File: src/rtl/sspair_pkg.sv
// Shared types for the paired serial channel controller.
// Assumes nothing beyond a synthesizable 2-state view of the fields.
package sspair_pkg;

    typedef enum logic [1:0] {
        MODE_INDEP    = 2'b00,
        MODE_DUPLEX   = 2'b01,
        MODE_SEL_FULL = 2'b10,
        MODE_SEL_HALF = 2'b11
    } pair_mode_e;

    typedef struct packed {
        logic master;
        logic tx;
        logic cpol;
        logic cpha;
    } chan_cfg_t;

endpackage

File: src/rtl/sspair_chan.sv
// One serial shift channel. As master it toggles its clock on each baud
// strobe; as slave it follows transitions of sck_in. Sixteen edges move one
// byte, MSB first. Assumes sck_in is already synchronous to clk and that a
// master's baud strobe is no faster than every second cycle.
module sspair_chan
    import sspair_pkg::*;
#(
    parameter int DW = 8
) (
    input  logic          clk,
    input  logic          rst_n,
    input  chan_cfg_t     cfg,
    input  logic          baud_tick,
    input  logic          sck_in,
    input  logic          din,
    input  logic          ld,
    input  logic [DW-1:0] wdata,
    input  logic          go,
    input  logic          cap,
    input  logic          rd,
    output logic          sck_o,
    output logic          txd,
    output logic          busy,
    output logic          done,
    output logic          ovr,
    output logic [DW-1:0] rdata
);
    localparam int         EDGES = 2 * DW;
    localparam int         EW    = $clog2(EDGES);
    localparam logic [EW-1:0] LAST = EW'(EDGES - 1);

    logic          busy_q, sck_q, prev_q, rbit_q, out_q, done_q;
    logic          unread_q, ovr_q;
    logic [EW-1:0] cnt_q;
    logic [DW-1:0] sr_q, rdata_q;
    logic          ev, lead, last, shin;
    logic [DW-1:0] sr_sh;

    // Edge event, leading/trailing classification and next shift value.
    always_comb begin
        ev    = busy_q & (cfg.master ? baud_tick : (sck_in != prev_q));
        lead  = cfg.master ? (sck_q == cfg.cpol) : (sck_in != cfg.cpol);
        last  = ev & (cnt_q == LAST);
        shin  = cfg.cpha ? din : rbit_q;
        sr_sh = {sr_q[DW-2:0], shin};
    end

    // Clock level: idle at polarity, toggled by master events.
    always_ff @(posedge clk) begin
        if (!rst_n) begin
            sck_q  <= 1'b0;
            prev_q <= 1'b0;
        end else begin
            prev_q <= sck_in;
            if (!busy_q)
                sck_q <= cfg.cpol;
            else if (ev && cfg.master)
                sck_q <= ~sck_q;
        end
    end

    // Transfer sequencing: start, edge count, completion pulse.
    always_ff @(posedge clk) begin
        if (!rst_n) begin
            busy_q <= 1'b0;
            cnt_q  <= '0;
            done_q <= 1'b0;
        end else begin
            done_q <= last;
            if (!busy_q) begin
                cnt_q <= '0;
                if (go)
                    busy_q <= 1'b1;
            end else if (ev) begin
                cnt_q <= cnt_q + 1'b1;
                if (last)
                    busy_q <= 1'b0;
            end
        end
    end

    // Shift path: load when idle, sample/present on leading, shift on trailing.
    always_ff @(posedge clk) begin
        if (!rst_n) begin
            sr_q   <= '0;
            out_q  <= 1'b0;
            rbit_q <= 1'b0;
        end else if (ld && !busy_q) begin
            sr_q  <= wdata;
            out_q <= wdata[DW-1];
        end else if (ev) begin
            if (lead) begin
                if (cfg.cpha)
                    out_q <= sr_q[DW-1];
                else
                    rbit_q <= din;
            end else begin
                sr_q <= sr_sh;
            end
        end
    end

    // Receive buffer with unread tracking and sticky overrun.
    always_ff @(posedge clk) begin
        if (!rst_n) begin
            rdata_q  <= '0;
            unread_q <= 1'b0;
            ovr_q    <= 1'b0;
        end else if (last && cap) begin
            rdata_q  <= sr_sh;
            unread_q <= 1'b1;
            ovr_q    <= (ovr_q | unread_q) & ~rd;
        end else if (rd) begin
            unread_q <= 1'b0;
            ovr_q    <= 1'b0;
        end
    end

    assign sck_o = sck_q;
    assign txd   = cfg.cpha ? out_q : sr_q[DW-1];
    assign busy  = busy_q;
    assign done  = done_q;
    assign ovr   = ovr_q;
    assign rdata = rdata_q;

    // a master clock is back at idle when its completion pulse shows.
    a_r12_idle_after_done: assert property (@(posedge clk) disable iff (!rst_n)
        (done_q && cfg.master) |-> (sck_q == cfg.cpol));

    // overrun only appears on a capturing completion edge.
    a_r9_ovr_on_completion: assert property (@(posedge clk) disable iff (!rst_n)
        $rose(ovr_q) |-> $past(last && cap));

    // completion is a single-cycle pulse.
    a_r2_done_single: assert property (@(posedge clk) disable iff (!rst_n)
        done_q |=> !done_q);

endmodule

File: src/rtl/sspair_route.sv
// Mode router: derives each channel's effective settings, clock source,
// start and capture strobes, and the pin drive enables from the mode field.
// Assumes the mode field is static while a transfer is in progress.
module sspair_route
    import sspair_pkg::*;
(
    input  pair_mode_e mode,
    input  chan_cfg_t  cfg0,
    input  chan_cfg_t  cfg1,
    input  logic       sck0_int,
    input  logic       sc0_in,
    input  logic       sc1_in,
    input  logic       wr0,
    input  logic       wr1,
    input  logic       pair_en,
    output chan_cfg_t  eff0,
    output chan_cfg_t  eff1,
    output logic       sck_in0,
    output logic       sck_in1,
    output logic       go0,
    output logic       go1,
    output logic       cap0,
    output logic       cap1,
    output logic       sc0_oe,
    output logic       sc1_oe,
    output logic       sd0_oe,
    output logic       sd1_oe,
    output logic       paired
);
    logic shared_clk;

    // Per-mode routing of settings, clocks, starts and pin enables.
    always_comb begin
        shared_clk = cfg0.master ? sck0_int : sc0_in;
        eff0    = cfg0;
        eff1    = cfg1;
        sck_in0 = sc0_in;
        sck_in1 = sc1_in;
        go0     = wr0 & pair_en;
        go1     = wr1 & pair_en;
        cap0    = 1'b1;
        cap1    = 1'b1;
        sc0_oe  = cfg0.master;
        sc1_oe  = cfg1.master;
        sd0_oe  = cfg0.tx;
        sd1_oe  = cfg1.tx;
        paired  = 1'b1;
        unique case (mode)
            MODE_INDEP: begin
                paired = 1'b0;
            end
            MODE_DUPLEX, MODE_SEL_FULL: begin
                eff0    = '{master: cfg0.master, tx: 1'b1, cpol: cfg0.cpol, cpha: cfg0.cpha};
                eff1    = (mode == MODE_DUPLEX)
                        ? '{master: 1'b0, tx: 1'b0, cpol: cfg1.cpol, cpha: cfg1.cpha}
                        : '{master: 1'b0, tx: 1'b0, cpol: cfg0.cpol, cpha: cfg0.cpha};
                sck_in1 = shared_clk;
                go1     = wr0 & pair_en;
                sc1_oe  = 1'b0;
                sd0_oe  = 1'b1;
                sd1_oe  = 1'b0;
            end
            MODE_SEL_HALF: begin
                eff0    = '{master: cfg0.master, tx: 1'b0, cpol: cfg0.cpol, cpha: cfg0.cpha};
                eff1    = '{master: 1'b0, tx: cfg1.tx, cpol: cfg0.cpol, cpha: cfg0.cpha};
                sck_in1 = shared_clk;
                go0     = wr1 & pair_en;
                cap0    = 1'b0;
                sc1_oe  = 1'b0;
                sd0_oe  = 1'b0;
                sd1_oe  = cfg1.tx;
            end
            default: paired = 1'b0;
        endcase
    end

endmodule

File: src/rtl/sspair_contend.sv
// Contention detector: in the select modes a master pair that sees its
// shared clock pin away from idle while idle itself raises a request.
// Assumes sc0_in is synchronous to clk.
module sspair_contend
    import sspair_pkg::*;
(
    input  logic       clk,
    input  logic       rst_n,
    input  pair_mode_e mode,
    input  logic       irq_en,
    input  logic       master,
    input  logic       cpol,
    input  logic       pair_busy,
    input  logic       sc0_in,
    output logic       irq
);
    logic sel_mode, irq_q;

    // Select modes are the two upper mode encodings.
    always_comb sel_mode = (mode == MODE_SEL_FULL) || (mode == MODE_SEL_HALF);

    // Registered contention request.
    always_ff @(posedge clk) begin
        if (!rst_n)
            irq_q <= 1'b0;
        else
            irq_q <= irq_en & sel_mode & master & ~pair_busy & (sc0_in != cpol);
    end

    assign irq = irq_q;

    // a request never follows a cycle in which the pair was busy.
    a_r10_only_when_idle: assert property (@(posedge clk) disable iff (!rst_n)
        irq_q |-> !$past(pair_busy));

endmodule

File: src/rtl/sspair_top.sv
// Paired serial channel controller top. Flattens the settings into the
// package structs, routes clocks and strobes per mode, and exposes the pin
// level signals. Assumes all inputs are synchronous to clk.
module sspair_top
    import sspair_pkg::*;
#(
    parameter int DW = 8
) (
    input  logic          clk,
    input  logic          rst_n,
    input  logic          baud_tick,
    input  logic          pair_en,
    input  logic [1:0]    ch1_mode,
    input  logic          cont_irq_en,
    input  logic          ch0_master,
    input  logic          ch0_tx,
    input  logic          ch0_cpol,
    input  logic          ch0_cpha,
    input  logic          ch1_master,
    input  logic          ch1_tx,
    input  logic          ch1_cpol,
    input  logic          ch1_cpha,
    input  logic          ch0_wr,
    input  logic [DW-1:0] ch0_wdata,
    input  logic          ch0_rd,
    output logic [DW-1:0] ch0_rdata,
    output logic          ch0_done,
    output logic          ch0_ovr,
    input  logic          ch1_wr,
    input  logic [DW-1:0] ch1_wdata,
    input  logic          ch1_rd,
    output logic [DW-1:0] ch1_rdata,
    output logic          ch1_done,
    output logic          ch1_ovr,
    output logic          cont_irq,
    input  logic          sc0_in,
    output logic          sc0_out,
    output logic          sc0_oe,
    input  logic          sd0_in,
    output logic          sd0_out,
    output logic          sd0_oe,
    input  logic          sc1_in,
    output logic          sc1_out,
    output logic          sc1_oe,
    input  logic          sd1_in,
    output logic          sd1_out,
    output logic          sd1_oe
);
    pair_mode_e mode;
    chan_cfg_t  cfg0, cfg1, eff0, eff1;
    logic       sck_in0, sck_in1, go0, go1, cap0, cap1, paired;
    logic       busy0, busy1;

    // Pack flat settings into structs.
    always_comb begin
        mode = pair_mode_e'(ch1_mode);
        cfg0 = '{master: ch0_master, tx: ch0_tx, cpol: ch0_cpol, cpha: ch0_cpha};
        cfg1 = '{master: ch1_master, tx: ch1_tx, cpol: ch1_cpol, cpha: ch1_cpha};
    end

    sspair_route u_route (
        .mode     (mode),
        .cfg0     (cfg0),
        .cfg1     (cfg1),
        .sck0_int (sc0_out),
        .sc0_in   (sc0_in),
        .sc1_in   (sc1_in),
        .wr0      (ch0_wr),
        .wr1      (ch1_wr),
        .pair_en  (pair_en),
        .eff0     (eff0),
        .eff1     (eff1),
        .sck_in0  (sck_in0),
        .sck_in1  (sck_in1),
        .go0      (go0),
        .go1      (go1),
        .cap0     (cap0),
        .cap1     (cap1),
        .sc0_oe   (sc0_oe),
        .sc1_oe   (sc1_oe),
        .sd0_oe   (sd0_oe),
        .sd1_oe   (sd1_oe),
        .paired   (paired)
    );

    sspair_chan #(.DW(DW)) u_ch0 (
        .clk       (clk),
        .rst_n     (rst_n),
        .cfg       (eff0),
        .baud_tick (baud_tick),
        .sck_in    (sck_in0),
        .din       (sd0_in),
        .ld        (ch0_wr),
        .wdata     (ch0_wdata),
        .go        (go0),
        .cap       (cap0),
        .rd        (ch0_rd),
        .sck_o     (sc0_out),
        .txd       (sd0_out),
        .busy      (busy0),
        .done      (ch0_done),
        .ovr       (ch0_ovr),
        .rdata     (ch0_rdata)
    );

    sspair_chan #(.DW(DW)) u_ch1 (
        .clk       (clk),
        .rst_n     (rst_n),
        .cfg       (eff1),
        .baud_tick (baud_tick),
        .sck_in    (sck_in1),
        .din       (sd1_in),
        .ld        (ch1_wr),
        .wdata     (ch1_wdata),
        .go        (go1),
        .cap       (cap1),
        .rd        (ch1_rd),
        .sck_o     (sc1_out),
        .txd       (sd1_out),
        .busy      (busy1),
        .done      (ch1_done),
        .ovr       (ch1_ovr),
        .rdata     (ch1_rdata)
    );

    sspair_contend u_contend (
        .clk       (clk),
        .rst_n     (rst_n),
        .mode      (mode),
        .irq_en    (cont_irq_en),
        .master    (ch0_master),
        .cpol      (ch0_cpol),
        .pair_busy (busy0),
        .sc0_in    (sc0_in),
        .irq       (cont_irq)
    );

    // in a fused master pair, channel 1 completes one cycle after channel 0.
    a_r4_slave_lags_master: assert property (@(posedge clk) disable iff (!rst_n)
        (paired && ch0_master && ch1_done) |-> $past(ch0_done));

    // a fused master pair starts both channels on the same edge.
    a_r5_pair_starts_together: assert property (@(posedge clk) disable iff (!rst_n)
        (paired && ch0_master && $rose(busy0)) |-> busy1);

endmodule

File: config.mk
export PLATFORM = sky130hd
export DESIGN_NAME = sspair_top
export DESIGN_NICKNAME = d
export VERILOG_FILES = /design/src/rtl/sspair_pkg.sv /design/src/rtl/sspair_chan.sv /design/src/rtl/sspair_route.sv /design/src/rtl/sspair_contend.sv /design/src/rtl/sspair_top.sv
export SDC_FILE = /design/constraint.sdc
export NUM_CORES = 1
export LEC_CHECK = 0
export ABC_CLOCK_PERIOD_IN_PS = 2900
export BUFFER_PORTS_ARGS = -buffer_cell sky130_fd_sc_hd__buf_2
export CAP_MARGIN = 20
export CORE_AREA = 2 2 76 78
export CTS_BUF_LIST = sky130_fd_sc_hd__clkbuf_16
export CTS_CLUSTER_SIZE = 14
export DETAILED_ROUTE_END_ITERATION = 8
export DIE_AREA = 0 0 78 80
export GPL_ROUTABILITY_DRIVEN = 0
export PLACE_DENSITY = 0.77
export SETUP_SLACK_MARGIN = 0.1
export SLEW_MARGIN = 20
export SYNTH_ARGS = -nofsm -noshare
export SYNTH_HDL_FRONTEND = slang
export SYNTH_SLANG_ARGS = --single-unit
File: constraint.sdc
create_clock -name clk -period 2.9 [get_ports clk]
set_input_delay 0.29 -clock clk [delete_from_list [all_inputs] [get_ports clk]]
set_output_delay 0.29 -clock clk [all_outputs]
set_load 0.05 [all_outputs]
; After elaboration in Yosys (flattened, before gate mapping)
; Cells that the tools add are included.
; Widths: inputs -> output; s select.
[op_classes]
n_addsub = 2
n_mul = 0
div_mod_pow = 0
magnitude_cmp = 0
n_eq_ne = 16
shifts = 0
muxes = 50
bitwise_logic = 23
reduce_logical = 26
[op_table]
columns = operator, count
row1 = $mux 8, 6
row2 = $mux 1, 41
row3 = $reduce_bool 2->1, 8
row4 = $and 1x1->1, 12
row5 = $not 1->1, 9
row6 = $add 4x1->4 const B, 2
row7 = $eq 4x4->1 const B, 2
row8 = $ne 2x2->1 const B, 4
row9 = $pmux 4 s2, 1
row10 = $reduce_and 2->1, 4
row11 = $reduce_and 4->1, 2
row12 = $reduce_and 3->1, 2
row13 = $logic_and 1x1->1, 5
row14 = $ne 1x1->1, 5
row15 = $eq 2x2->1 const B, 2
row16 = $reduce_or 3->1, 1
row17 = $eq 1x1->1, 2
row18 = $eq 2x1->1 const B, 1
row19 = $logic_not 1->1, 2
row20 = $mux 2, 1
row21 = $or 1x1->1, 2
row22 = $pmux 1 s2, 1
row23 = $reduce_or 2->1, 1
row24 = $logic_or 1x1->1, 1
[totals]
regBits = 57
latch_bits = 0
mem_bits_rw = 0
rom_bits = 0
input_bits = 39
output_inout_bits = 29
n_memories = 0

; Longest topological paths before layout
; Gate-level depths: netlist of run 1.
[depth]
ltp_word = 10
mapped_depth = 10
ltp_nobuf = 9

; Cells and area by module
; From an unflattened synthesis of run 1, not the netlist that was laid out.
[unflattened]
hier_cells = 334
area_unflattened_um2 = 3055.4
[modules_own_cells]
columns = module, instances, cells_each, area_each_um2, seq_area_each_um2
row1 = sspair_chan, 2, 148, 1376.3, 560.5
row2 = sspair_route, 1, 33, 257.7, 0.0
row3 = sspair_contend, 1, 5, 45.0, 20.0

; Worst setup path after synthesis of run 1
; No wires, ideal clock.
[synth_path]
path_type = register -> register
from = register u_ch0.sck_q, in the netlist u_ch0.sck_o
to = register u_ch1.rdata_q[3], in the netlist u_ch1.rdata[3]
arrival_ns = 2.216
required_ns = 2.772
setup_slack_ns = 0.557
stages_incl_launch_ff = 9
synth_period_minus_slack_ns = 2.343
path_cell_list = dfxtp_1 mux2_4 or2_4 a2111oi_4 and4_1 buf_6 buf_12 mux2i_1 nor2_1
[synth_via]
elab_chain_len = 6
[synth_rtl]
columns = item, line
row1 = from (decl), sspair_chan.sv:32  ; logic busy_q, sck_q, prev_q, rbit_q, out_q, done_q;
row2 = from (signal assigned), sspair_chan.sv:56  ; sck_q <= cfg.cpol;
row3 = from (signal assigned), sspair_chan.sv:58  ; sck_q <= ~sck_q;
row4 = $mux 1, sspair_route.sv:34  ; shared_clk = cfg0.master ? sck0_int : sc0_in;
row5 = $mux 1, sspair_route.sv:48  ; unique case (mode)
row6 = $ne 1x1->1, sspair_chan.sv:41  ; ev = busy_q & (cfg.master ? baud_tick : (sck_in != prev_q));
row7 = $mux 1, sspair_chan.sv:41
row8 = $and 1x1->1, sspair_chan.sv:41
row9 = $and 1x1->1, sspair_chan.sv:43  ; last = ev & (cnt_q == LAST);
row10 = to (signal assigned), sspair_chan.sv:110  ; rdata_q <= sr_sh;
row11 = to (decl), sspair_chan.sv:35  ; logic [DW-1:0] sr_q, rdata_q;
; Every way passes these cells.
; A chain may end at the register's enable or synchronous reset.

; Final worst setup path of run 1
[layout_path]
from = input ch1_mode[1]
to = register u_ch1.sr_q[3]
[layout_via]
elab_chain_len = 8
[layout_rtl]
columns = item, line
row1 = from (decl), sspair_top.sv:13  ; input logic [1:0] ch1_mode,
row2 = $eq 2x1->1 or $eq 2x2->1 (tied branches), "sspair_route.sv:48, sspair_route.sv:54"
row3 = $reduce_or 3->1 (no source line), -
row4 = $mux 1, sspair_route.sv:48
row5 = $ne 1x1->1, sspair_chan.sv:41
row6 = $mux 1, sspair_chan.sv:41
row7 = $and 1x1->1, sspair_chan.sv:41
row8 = $reduce_bool 2->1 (no source line), -
row9 = $reduce_and 2->1 (no source line) *, -
row10 = to (signal assigned), sspair_chan.sv:89  ; sr_q <= wdata;
row11 = to (signal assigned), sspair_chan.sv:98  ; sr_q <= sr_sh;
row12 = to (decl), sspair_chan.sv:35
; Mark *: on every way between the ends. The rest lies on a longest branch, timed or not.

==> results by stage, run 1 <==
Global routing:
- The met2 demand-to-capacity share in global routing is 0.364.
- In the global route stage, met1 resource usage came out at 0.238.
- The number of global-route vias before repair came to ~2300.
- The met3 track demand over resource in global routing is 0.0407.
- The total track usage is 0.204.
- The initial antenna violation count is 0.
- met2 is the most crowded layer.
- The total overflow left after global routing is 0.
- The first-pass GRT wire length is 10100 um.
- The pin count of the biggest net entering global routing is 27.

Clock network:
- Buffers inserted to repair hold after CTS numbered 0.
- The number of clock buffers added by TritonCTS is 9.
- After clock tree synthesis, the repair step resized 0 gates.
- The clock tree from TritonCTS is done.
- The clock reaches the later pin of the worst-skew pair after ~320 ps.
- The buffer depth of the longest clock path is 2.
- The number of sinks handled by clock tree synthesis is 57.
- The cell at the root of the clock tree is sky130_fd_sc_hd__clkbuf_16.
- After clock tree synthesis, the clock-pin slew on the worst setup and hold paths is about 50 ps.
- In this run the number of H-tree levels came out at 3.
- The post-CTS setup buffer count is 0.

Die:
- The height of the die is 80 um.
- The cell row count is 27.
- The number of placed I/O pins is 68.
- The core region area is between 0.005 and 0.006 mm^2.
- The die covers between 0.006 and 0.007 mm^2.
- The initial core utilization is 0.509.
- The horizontal extent of the die is 78 um.

STA:
- The number of pins exceeding their max-slew limit in the final report is 0.
- The total negative slack is 0 ps.
- Across all setup checks in the final design, the least slack found is ~540 ps.
- The final critical path time including I/O delays and setup is 2360 ps.
- Dividing the final minimum period by the clock period gives 0.814.
- The slew at the pin with the worst max-slew slack is around 870 ps.
- Derived from the worst setup path, the maximum achievable clock frequency is 0.424 GHz.
- Setup repair after global routing left no endpoint under its margin.
- The worst-case hold slack is around 140 ps.
- Setup violations remaining at the end of the flow were counted as 0.
- Headroom to the max-slew limit came out at 0.420.
- The worst-case clock skew is 4.14 ps.
- The final number of hold-violating endpoints is 0.

Critical path:
- The critical path goes through buf_2 -> inv_1 -> ha_1 -> or3b_2 -> a21boi_0 -> or2_2 -> xor2_1 -> a21oi_2 -> mux2i_1.
- The timing startpoint of the critical path is ch1_mode[1].
- The worst-path cell with the longest stage delay is sky130_fd_sc_hd__or3b_2.
- The launching point of the worst reg2reg path is u_ch0.sck_o.
- The count of cells along the worst register-to-register path is 7.
- STA classifies the critical path endpoint as a flop.
- For the worst setup path, the data required time is around 3200 ps.
- In this run the worst path has a maximum fanout of 11.
- For this run, the slowest stage of the critical path takes between 500 and 600 ps.
- The critical path in this run is classified as in2reg.
- The capture point of the worst reg-to-reg path is u_ch1.rdata[2].
- The startpoint type of the worst setup path is an input pin.
- The signal arrival time at the worst endpoint is 2610 ps.
- The register-to-register setup slack is 750 ps.
- Following the worst setup path forward leads to its endpoint at u_ch1.sr_q[3].

Yosys:
- In this run, synthesis produced a sequential element count of 57.
- Synthesis produced a netlist whose cell count is about 300.
- The portion of synthesized area spent on multiplexers is 0.163.
- The part of the Yosys area used for sequential elements is 0.415.
- In this run the cell area of the synthesized design comes to 0.00275 mm^2.
- The largest family of logic cells by synthesized area is simple AND/OR/NAND/NOR gates.
- Sorting the synthesized cells by area gives the leading types as sky130_fd_sc_hd__dfxtp_1 41%, sky130_fd_sc_hd__mux2i_1 12%, sky130_fd_sc_hd__nand2_1 6.5%.
- The compound-gate portion of the synthesized area is 0.120.
- Of the total synthesized cell area, the portion taken by XOR and XNOR cells is 0.0350.
- The synthesized net count is about 350.
- Of the total synthesized cell area, the portion taken by full adders, half adders and majority gates is 0.0273.
- Of all cell types, the one taking the most synthesized area is sky130_fd_sc_hd__dfxtp_1.
- The count of unique library cells instantiated by Yosys is 48.
- Yosys printed 0 warnings.
- The simple-gate share of the synthesized area is 0.192.
- Averaged over all synthesized cells, the footprint is around 9 um^2.
- Of the post-synthesis cell area, the dominant cell type holds 0.415.

Pwr:
- The relative contribution of sequential cells to total power is 0.379.
- The switching fraction of total power is 0.245.
- Internal power comes to 1.67 mW.
- The proportion of power drawn by combinational gates is 0.126.
- For this design the static power due to leakage is approximately 1.5 nW.
- The switching power total is 0.541 mW.
- The share of total power in the clock network is 0.495.
- The highest ir drop seen on vdd is approximately 390 uV.
- The overall power is ~2.2 mW.
- The total power density per cell area is 639 mW/mm^2.

Job:
- The tool flagged a number of max-cap violations equal to 0.

Drt:
- For this run, design rule violations remaining after detail routing come to 0.
- The pre-antenna-repair detailed-routing pass consisted of 4 iterations.
- The number of vias after detailed routing is approximately 2400.
- For this block, the initial DRC count from the detailed router was 77.
- Dividing the detail-routed wire length by the instance count gives ~13 um.
- The detail route stage leaves a number of antenna-violating nets equal to 0.
- Dividing the detail-routed via count by the number of cells gives between 5 and 6.
- The total wirelength of the detailed-routed design is between 5000 and 6000 um.

Place:
- Once placement finished, the instance area stood at 0.00315 mm^2.
- The number of placed cells counting well taps is 438.
- The final HPWL from detailed placement is ~4200 um.
- The worst slack after detailed placement is between 200 and 300 ps.
- In this run the tool buffered the top-level ports with 67 buffer cells.

Finish:
- The final non-filler cell total is between 400 and 500.
- The number of fillers in the final layout is between 400 and 500.
- After routing the design area is around 0.0035 mm^2.
- In the final layout, the multi-input gates occupy between 0.001 and 0.0015 mm^2.
- The sequential cell area is 0.00114 mm^2.
- Measured on the finished design, the core utilization comes to 0.640.
- Of the cells placed in the final design, the portion with a size suffix greater than 1 is 0.288.
- The antenna diode count is 0.
- Compared with the post-synthesis result, the final layout area differs by 25.6%.
- For this run, the post-layout net count is 422.

Min path:
- The class of the tightest hold or removal check is in2reg.
- The startpoint of the tightest hold check path is ch0_rd.

Run status:
- The run finished with clean final reports.
[layer usage]
metal / up-vias / part of all wire / wire length [um]
met2: 60 / 0.50 / 3000
met3: 9 / 0.044 / 260
met4: 0 / 0.015 / 89
met5: - / 0 / 0
li1: 1200 / - / -
met1: 1097 / 0.44 / 2610
[synth_stat cells, drive strengths merged]
cell type / count
a2111oi: 1
a211oi: 6
a21boi: 2
a21oi: 8
a221oi: 1
a311oi: 7
a31o: 3
a31oi: 2
a41oi: 1
and2: 2
and2b: 1
and4: 2
buf: 6
clkbuf: 8
dfxtp: 57
ha: 6
inv: 13
mux2: 11
mux2i: 32
nand2: 48
nand2b: 1
nand3: 2
nand3b: 1
nand4: 5
nor2: 44
nor2b: 5
nor3: 5
nor4b: 1
o211a: 1
o21a: 1
o21ai: 6
o22a: 1
o22ai: 1
o41ai: 1
or2: 2
or3b: 1
xnor2: 3
xor2: 8
[cells by family (layout without fill, tap and decap cells)]
group	count (synthesis)	count (layout)
DFF	57	57
and+or+nand+nor	120	120
muxes	43	43
adders and majority gates	6	6
buffers and inverters	27	103
xor gates and xnor gates	11	11
AOI/OAI and AO/OA	42	42
[state kept, by name, indices dropped and copies added, names as in the netlist, 4 cells and up]
register     flops
u_ch0.sr_q       8
u_ch1.cnt_q      4
u_ch0.rdata      8
u_ch1.rdata      8
u_ch0.cnt_q      4
u_ch1.sr_q       8
[power by group through the flow]
stage / logic (mW) / registers [mW] / clock network (mW)
after detailed placement: 0.275 / 0.854 / 0
after CTS: 0.279 / 0.838 / 1.11
final: 0.278 / 0.839 / 1.09
after global routing: 0.305 / 0.842 / 1.14
after global placement: 0.272 / 0.853 / 0
after floorplan: 0.189 / 0.858 / 0
[cell usage in the layout (no fill, tap or decap), drive strengths merged, types with 4 or more instances in the layout]
| master | n |
|---|---|
| buf | 74 |
| dfxtp | 57 |
| nand2 | 48 |
| nor2 | 44 |
| mux2i | 32 |
| inv | 14 |
| mux2 | 11 |
| clkbuf | 9 |
| xor2 | 8 |
| a21oi | 8 |
| a311oi | 7 |
| ha | 6 |
| o21ai | 6 |
| a211oi | 6 |
| nor2b | 5 |
| nor3 | 5 |
| nand4 | 5 |
| clkinv | 4 |
[worst max-delay path, delay by kind of cell]
family	cells	cell delay, ps
AOI/OAI and AO/OA	2	760
buffers and inverters	2	190
and+or+nand+nor	2	720
adders and majority gates	1	310
xor gates and xnor gates	1	90
muxes	1	250
[how the worst min path moves through the flow]
stage                               end  slack [ps]  depth (start not counted)
final                         u_ch0.ovr         140                          2
after global routing          u_ch0.ovr         140                          2
after CTS                     u_ch0.ovr         140                          2
after detailed placement  u_ch1.sr_q[4]         470                          2
after global placement    u_ch1.sr_q[0]         460                          2
after floorplan               u_ch1.ovr         370                          1
[layout make-up]
cell class / count / share of cell area
well taps: 72 / 0.0261
clock inverters: 7 / 0.0250
inverters: 13 / 0.0141
repair buffers: 74 / 0.112
clock buffers: 9 / 0.0651
flip-flops and latches: 57 / 0.330
multi-input cells: 222 / 0.427
(Power assumes the default switching activity.)
==> inputs of run 2 (changes only) <==
--- a/config.mk
+++ b/config.mk
@@ -5,7 +5,7 @@
 export SDC_FILE = /design/constraint.sdc
 export NUM_CORES = 1
 export LEC_CHECK = 0
-export ABC_CLOCK_PERIOD_IN_PS = 2900
+export ABC_CLOCK_PERIOD_IN_PS = 2200
 export BUFFER_PORTS_ARGS = -buffer_cell sky130_fd_sc_hd__buf_2
 export CAP_MARGIN = 20
 export CORE_AREA = 2 2 76 78
==> constraint.sdc (replaced) <==
create_clock -name clk -period 2.2 [get_ports clk]
set_input_delay 0.22 -clock clk [delete_from_list [all_inputs] [get_ports clk]]
set_output_delay 0.22 -clock clk [all_outputs]
set_load 0.05 [all_outputs]
==> run 2 against run 1 <==
Net effect:
- die area unchanged
- sequential share of layout area decreased by 1.5 points
- clock skew increased by 1.8 ps
==> results by stage, run 2 (synthesis results as in run 1) <==
Die:
- The core region area is 0.00541 mm^2 (unchanged).
- The cell row count is 27 (unchanged).
- The initial core utilization is 0.509 (unchanged).
- The height of the die is 80 um (unchanged).
- The horizontal extent of the die is 78 um (unchanged).
- The number of placed I/O pins is 68 (unchanged).
- The total die area came to 0.00624 mm^2 (unchanged).

Clock network:
- The buffer depth of the longest clock path is 2 (unchanged).
- The number of H-tree branching levels is 3 (unchanged).
- The number of buffers added by the clock tree synthesis step was 9 (unchanged).
- The cell at the root of the clock tree is sky130_fd_sc_hd__clkbuf_16.
- The later-pin clock latency in the skew report is 330 ps (about the same).
- TritonCTS built the clock tree.
- The number of sinks handled by clock tree synthesis is 57 (unchanged).
- The number of buffers inserted by hold repair at cts is 0 (unchanged).
- The clock-pin transition on the worst setup and hold timing paths is 50 ps (about the same).

Critical path:
- The critical path class is reg2reg.
- The count of buffering cells on the critical path with inverters included is 2 (unchanged).
- The maximum fanout along the worst path is 6 (-5).
- Traced cell by cell, the critical path runs through mux2_4 -> or2_4 -> a2111oi_4 -> and4_4 -> clkbuf_16 -> buf_4 -> nor2_2 -> a211oi_2.
- The critical path data required time is 2440 ps (-710 ps).
- The signal arrival time at the worst endpoint came to 2280 ps (-330 ps).
- The startpoint type of the worst setup path is a flop.
- On the critical path the largest part of the delay comes from simple AND/OR/NAND/NOR gates.
- The delay of the slowest cell on the worst path is 350 ps (-160 ps).
- For this design, the slowest cell found on the critical path is sky130_fd_sc_hd__dfxtp_4.
- The element type at the critical path end is a flop.

STA:
- The final number of hold-violating endpoints was 0 (unchanged).
- The setup-violating endpoint count in the final report was 0 (unchanged).
- The number of pins exceeding their max-slew limit in the final report was 0 (unchanged).
- Of the available clock period, the critical path in the final layout requires 0.927.
- The worst-case clock skew came to 5.91 ps (+1.77 ps).
- The headroom to the max-slew limit is 0.565 (+0.145).
- The final worst slack came to 162 ps (-379 ps).
- The slew at the pin with the worst max-slew slack came to 651 ps (-218 ps).
- The smallest clock period supported by the final layout is computed as just over 2000 ps.
- Setup repair after global routing could not meet its margin everywhere.
- The highest attainable clock frequency is around 0.49 GHz.

Place:
- The final HPWL from detailed placement is 4310 um (+2.8%).
- The worst slack after detailed placement is -145 ps (-403 ps).
- The number of placed cells counting well taps is 444 (+1.4%).
- The number of buffers inserted by port buffering is 67 (unchanged).

Drt:
- The violation count after the first detailed-routing iteration came to 106 (+38%).
- The per-cell via count in the routed design is 5.23 (+0.37%).
- The DRC violation count after routing was 0 (unchanged).
- The wire length per cell is 13.8 um (+4.9%).
- The total wirelength of the detailed-routed design came to 6450 um (+8.1%).
- The number of vias after detailed routing is 2448 (+3.5%).
- The remaining number of nets flagged by the antenna check after routing is 0 (unchanged).
- The number of iterations in the first detailed-routing pass is 4 (unchanged).

Finish:
- The number of fillers in the final layout is 451 (-6.6%).
- The post-layout utilization of the core was 0.672 (+0.0319).
- The most common library cell in the layout ignoring fill and taps is sky130_fd_sc_hd__buf_2.
- The net total in the final layout came to 436 (+3.3%).
- The area used by multi-input combinational logic is 0.00150 mm^2 (+1.4%).
- From synthesis to final layout, the design area changed by 31.9%.
- The fraction of layout instances using a drive strength above 1 is 0.323 (+0.0353).
- The final non-filler cell total came to 468 (+3.1%).
- The sequential cell area was 0.00114 mm^2 (+0.33%).
- The antenna diode count came to 0 (unchanged).
- In the layout the commonest cells are 67 x sky130_fd_sc_hd__buf_2, 56 x sky130_fd_sc_hd__dfxtp_1, 48 x sky130_fd_sc_hd__nand2_1.

Pwr:
- The leakage power summed over all cells came to 1.62 nW (+5.9%).
- The highest ir drop seen on vdd is 549 uV (+41%).
- The total power density per cell area is 818 mW/mm^2 (+28%).

Global routing:
- The pin count of the biggest net entering global routing is 39 (+44%).
- The first-pass GRT wire length is 10600 um (+5.0%).
- The total track usage is 0.215 (+0.0109).
- The remaining global-route overflow came to 0 (unchanged).
- The initial antenna violation count is 0 (unchanged).
- The number of global-route vias before repair is 2417 (+4.8%).

Run status:
- The flow ran to the end, and the final reports show no timing, DRC or antenna violations.

Min path:
- The class of the tightest hold or removal check is in2reg.

Job:
- The count of maximum capacitance violations came to 0 (unchanged).
[run 2: changes by cell type in the layout (fill, tap and decap cells not counted)]
cell | before | now
sky130_fd_sc_hd__clkbuf_16 | 9 | 10
sky130_fd_sc_hd__a21oi_4 | 0 | 1
sky130_fd_sc_hd__a21boi_1 | 0 | 1
sky130_fd_sc_hd__buf_4 | 7 | 18
sky130_fd_sc_hd__and4_4 | 0 | 1
sky130_fd_sc_hd__and4_1 | 2 | 1
sky130_fd_sc_hd__dfxtp_4 | 0 | 1
sky130_fd_sc_hd__a21boi_0 | 2 | 1
sky130_fd_sc_hd__xor2_1 | 8 | 7
sky130_fd_sc_hd__buf_12 | 0 | 2
sky130_fd_sc_hd__xor2_2 | 0 | 1
sky130_fd_sc_hd__dfxtp_1 | 57 | 56
sky130_fd_sc_hd__a21oi_1 | 6 | 5
[run 2: worst reg2reg max path: stages, from the launching register on]
cell and delay [ps]:
sky130_fd_sc_hd__dfxtp_4 350, sky130_fd_sc_hd__mux2_4 280, sky130_fd_sc_hd__or2_4 260, sky130_fd_sc_hd__a2111oi_4 330
sky130_fd_sc_hd__and4_4 320, sky130_fd_sc_hd__clkbuf_16 160, sky130_fd_sc_hd__buf_4 100, sky130_fd_sc_hd__nor2_2 30
sky130_fd_sc_hd__a211oi_2 140
[run 2: layer usage]
| layer | global-route usage | part of all wire | up-vias |
|---|---|---|---|
| met3 | 0.0554 | 0.057 | 18 |
| li1 | - | - | 1232 |
| met2 | 0.361 | 0.48 | 74 |
| met4 | 0.119 | 0.026 | 0 |
| met1 | 0.249 | 0.44 | 1124 |
| met5 | 0 | 0 | - |
[run 2: worst paths after layout]
| path | endpoint | startpoint | cells after the start | slack (ps) |
|---|---|---|---|---|
| min reg2reg | u_ch1.sr_q[0] | u_ch1.sr_q[0] | 2 | 470 |
| max reg2reg | u_ch1.rdata[0] | u_ch0.sck_o | 8 | 160 |
| max | u_ch1.rdata[0] | u_ch0.sck_o | 8 | 160 |
| min | u_ch1.ovr | ch1_rd | 2 | 60 |
[run 2: repair_timing]
action,4_1_cts,5_1_grt
pin swaps,0,1
cloned,0,1
endpoints found under the setup margin,7,16
setup buffers,0,7
gates resized for setup,2,2
[run 2: area by class of cell]
class / instances / share of cell area
Sequential cell: 57 / 0.315
Clock inverter: 7 / 0.0238
Clock buffer: 9 / 0.0620
Multi-Input combinational cell: 222 / 0.413
Timing Repair Buffer: 88 / 0.148
Inverter: 13 / 0.0134
Tap cell: 72 / 0.0248
[run 2: per-stage QoR]
stage / hold WS (ps) / power (mW) / setup TNS [ps] / cell area [um^2]
2_1_floorplan: 291 / 1.38 / -177 / 2760
3_3_place_gp: 392 / 1.49 / -57.4 / 3210
3_5_place_dp: 396 / 1.50 / -1050 / 3210
4_1_cts: 51.7 / 2.97 / 0 / 3530
5_1_grt: 50.8 / 3.08 / 0 / 3630
6_report: 57.7 / 2.97 / 0 / 3630
[run 2: power breakdown]
group,internal [mW],switching [mW],total [mW],leakage [nW]
Combinational,0.171,0.231,0.402,1.00
Sequential,1.07,0.0325,1.11,0.464
Clock,0.979,0.482,1.46,0.158
Total,2.22,0.745,2.97,1.62
==> inputs of run 3 (changes only) <==
--- a/config.mk
+++ b/config.mk
@@ -5,16 +5,16 @@
 export SDC_FILE = /design/constraint.sdc
 export NUM_CORES = 1
 export LEC_CHECK = 0
-export ABC_CLOCK_PERIOD_IN_PS = 2200
+export ABC_CLOCK_PERIOD_IN_PS = 2400
 export BUFFER_PORTS_ARGS = -buffer_cell sky130_fd_sc_hd__buf_2
 export CAP_MARGIN = 20
-export CORE_AREA = 2 2 76 78
+export CORE_AREA = 2 2 74 76
 export CTS_BUF_LIST = sky130_fd_sc_hd__clkbuf_16
 export CTS_CLUSTER_SIZE = 14
 export DETAILED_ROUTE_END_ITERATION = 8
-export DIE_AREA = 0 0 78 80
+export DIE_AREA = 0 0 76 78
 export GPL_ROUTABILITY_DRIVEN = 0
-export PLACE_DENSITY = 0.77
+export PLACE_DENSITY = 0.81
 export SETUP_SLACK_MARGIN = 0.1
 export SLEW_MARGIN = 20
 export SYNTH_ARGS = -nofsm -noshare
==> constraint.sdc (replaced) <==
create_clock -name clk -period 2.4 [get_ports clk]
set_input_delay 0.12 -clock clk [delete_from_list [all_inputs] [get_ports clk]]
set_output_delay 0.12 -clock clk [all_outputs]
set_load 0.05 [all_outputs]
==> run 3 against run 2 <==
Net effect:
- maximum frequency increased by 0.52%
- count of clock-buffer cells in the layout did not move
- global-route usage grew 0.65 points
- total power is 6.2% lower
- sequential power is 9% lower
- hold slack got worse by 4.8 ps
- first-iteration DRC count up 19%
- sequential share of layout area up 0.68 points
- final cell count shrank 2.4%
- sequential cell count did not move
- final area shrank 2.3%
- largest power group unchanged
- highest routed layer unchanged
==> results by stage, run 3 (synthesis results as in run 1) <==
STA:
- The total negative slack was 0 ps (unchanged).
- The fraction of the cycle the final worst path needs is 0.845 (-0.0816).
- Setup repair after global routing left no endpoint under its margin.
- The headroom to the max-slew limit is 0.542 (-0.0227).
- The worst-case hold slack is 52.9 ps (-4.76 ps).
- The final worst slack is 372 ps (+211 ps).
- The setup-violating endpoint count in the final report is 0 (unchanged).
- The final number of hold-violating endpoints is 0 (unchanged).
- The worst-case clock skew is 4.05 ps (-1.86 ps).
- The number of pins exceeding their max-slew limit in the final report came to 0 (unchanged).
- The slew at the pin with the worst max-slew slack is 686 ps (+34.6 ps).
- The highest attainable clock frequency came to 0.493 GHz (+0.52%).
- The final critical path time including I/O delays and setup was 2030 ps (-10.6 ps).

Global routing:
- The met2 demand-to-capacity share in global routing is 0.395 (+0.0334).
- The first-pass GRT wire length came to 10500 um (-0.40%).
- The remaining global-route overflow is 0 (unchanged).
- The met3 track demand over resource in global routing was 0.0593 (+0.00387).
- The pin count of the biggest net entering global routing is 22 (-44%).
- The busiest layer in global routing is met2.
- The initial antenna violation count came to 0 (unchanged).
- The total track usage is 0.221 (+0.00647).
- The number of global-route vias before repair was 2373 (-1.8%).
- The met1 routing resource usage after global routing is 0.249 (+0.000678).

Die:
- The total die area is 0.00593 mm^2 (-5.0%).
- The initial core utilization was 0.546 (+0.0366).
- The cell row count is 26 (-3.7%).
- The number of placed I/O pins is 68 (unchanged).
- The horizontal extent of the die is 76 um (-2.6%).
- The height of the die came to 78 um (-2.5%).
- The core region area is 0.00504 mm^2 (-6.7%).

Drt:
- The DRC violation count after routing is 0 (unchanged).
- The number of iterations in the first detailed-routing pass is 4 (unchanged).
- The violation count after the first detailed-routing iteration is 126 (+19%).
- The remaining number of nets flagged by the antenna check after routing is 0 (unchanged).
- The total wirelength of the detailed-routed design is 6070 um (-5.9%).
- The number of vias after detailed routing is 2392 (-2.3%).
- The wire length per cell is 13.3 um (-3.6%).
- The per-cell via count in the routed design is 5.23 (about the same).

Clock network:
- The number of H-tree branching levels is 3 (unchanged).
- The later-pin clock latency in the skew report is 320 ps (about the same).
- The number of sinks handled by clock tree synthesis is 57 (unchanged).
- The number of buffers added by the clock tree synthesis step was 9 (unchanged).
- TritonCTS built the clock tree.
- The buffer depth of the longest clock path is 2 (unchanged).
- The clock-pin transition on the worst setup and hold timing paths came to 50 ps (about the same).
- The tree is rooted in a sky130_fd_sc_hd__clkbuf_16.

Critical path:
- The count of cells along the worst register-to-register path is 7 (-1).
- The signal arrival time at the worst endpoint is 2250 ps (-30 ps).
- The critical path data required time is 2620 ps (+180 ps).
- The element type at the critical path end is a flop.
- The maximum fanout along the worst path is 12 (+6).
- STA classifies the critical path startpoint as a flop.
- The critical path is of the reg2reg type.

Finish:
- The net total in the final layout is 427 (-2.1%).
- The final non-filler cell total is 457 (-2.4%).
- The library cells used most frequently in the layout, excluding fill and tap cells, are 67 x sky130_fd_sc_hd__buf_2, 56 x sky130_fd_sc_hd__dfxtp_1, 48 x sky130_fd_sc_hd__nand2_1.
- The post-layout utilization of the core is 0.703 (+0.0317).
- From synthesis to final layout, the design area changed by 28.8%.
- The fraction of layout instances using a drive strength above 1 came to 0.297 (-0.0261).
- The antenna diode count is 0 (unchanged).
- The number of fillers in the final layout was 390 (-14%).
- The most common library cell in the layout ignoring fill and taps is sky130_fd_sc_hd__buf_2.

Pwr:
- The leakage power summed over all cells was 1.57 nW (-3.1%).
- The total power density per cell area is 785 mW/mm^2 (-4.0%).
- The highest ir drop seen on vdd is 604 uV (+10%).

Place:
- The worst slack after detailed placement came to 103 ps (+248 ps).
- The number of placed cells counting well taps is 439 (-1.1%).
- The number of buffers inserted by port buffering is 67 (unchanged).
- The final HPWL from detailed placement is 4340 um (+0.81%).

Min path:
- The cell count of the worst hold path is 3 (+1).
- The class of the tightest hold or removal check is in2reg.

Job:
- The count of maximum capacitance violations is 0 (unchanged).

Run status:
- The run finished with clean final reports.
==> run 3: final cells by class <==
| type | instances | area (um^2) | share of cell area |
|---|---|---|---|
| Timing Repair Buffer | 79 | 455 | 0.128 |
| Clock buffer | 9 | 225 | 0.0635 |
| Sequential cell | 57 | 1140 | 0.322 |
| Clock inverter | 7 | 109 | 0.0307 |
| Tap cell | 70 | 87.6 | 0.0247 |
| Inverter | 13 | 48.8 | 0.0138 |
| Multi-Input combinational cell | 222 | 1480 | 0.417 |
==> run 3: path summary, 6_finish.rpt <==
path                                     from             end  slack, ps
worst max-delay path              u_ch0.sck_o  u_ch1.rdata[5]        370
worst min-delay path                   sd0_in    u_ch0.rbit_q         50
worst max register to register    u_ch0.sck_o  u_ch1.rdata[5]        370
worst min register to register  u_ch1.sr_q[4]   u_ch1.sr_q[4]        480
==> run 3: power by group <==
part | switching [mW] | internal [mW]
logic | 0.204 | 0.143
registers | 0.0303 | 0.984
clock network | 0.421 | 1.00
total | 0.655 | 2.13
==> run 3: worst max-delay path, stage by stage, from the launching register on <==
cell and delay, ps:
sky130_fd_sc_hd__dfxtp_2 330, sky130_fd_sc_hd__mux2_4 280, sky130_fd_sc_hd__or2_4 250, sky130_fd_sc_hd__a2111oi_4 330
sky130_fd_sc_hd__and4_1 320, sky130_fd_sc_hd__buf_12 170, sky130_fd_sc_hd__mux2i_1 190, sky130_fd_sc_hd__nor2_1 50
==> run 3: stage by stage <==
stage / area, um^2 / total power [mW]
after global routing: 3550 / 2.89
after floorplan: 2750 / 1.26
after CTS: 3550 / 2.81
after detailed placement: 3190 / 1.37
after global placement: 3190 / 1.36
final: 3550 / 2.78
==> run 3: timing repair <==
| item | in CTS | in global routing |
|---|---|---|
| setup buffers | 0 | 0 |
| hold buffers | 2 | 0 |
| endpoints found under the hold margin | 2 | 0 |
| resized for setup | 0 | 0 |
==> run 3: layer usage <==
| metal | vias up | share of wire |
|---|---|---|
| met2 | 69 | 0.50 |
| li1 | 1208 | - |
| met5 | - | 0 |
| met3 | 8 | 0.055 |
| met4 | 0 | 0.014 |
| met1 | 1107 | 0.43 |
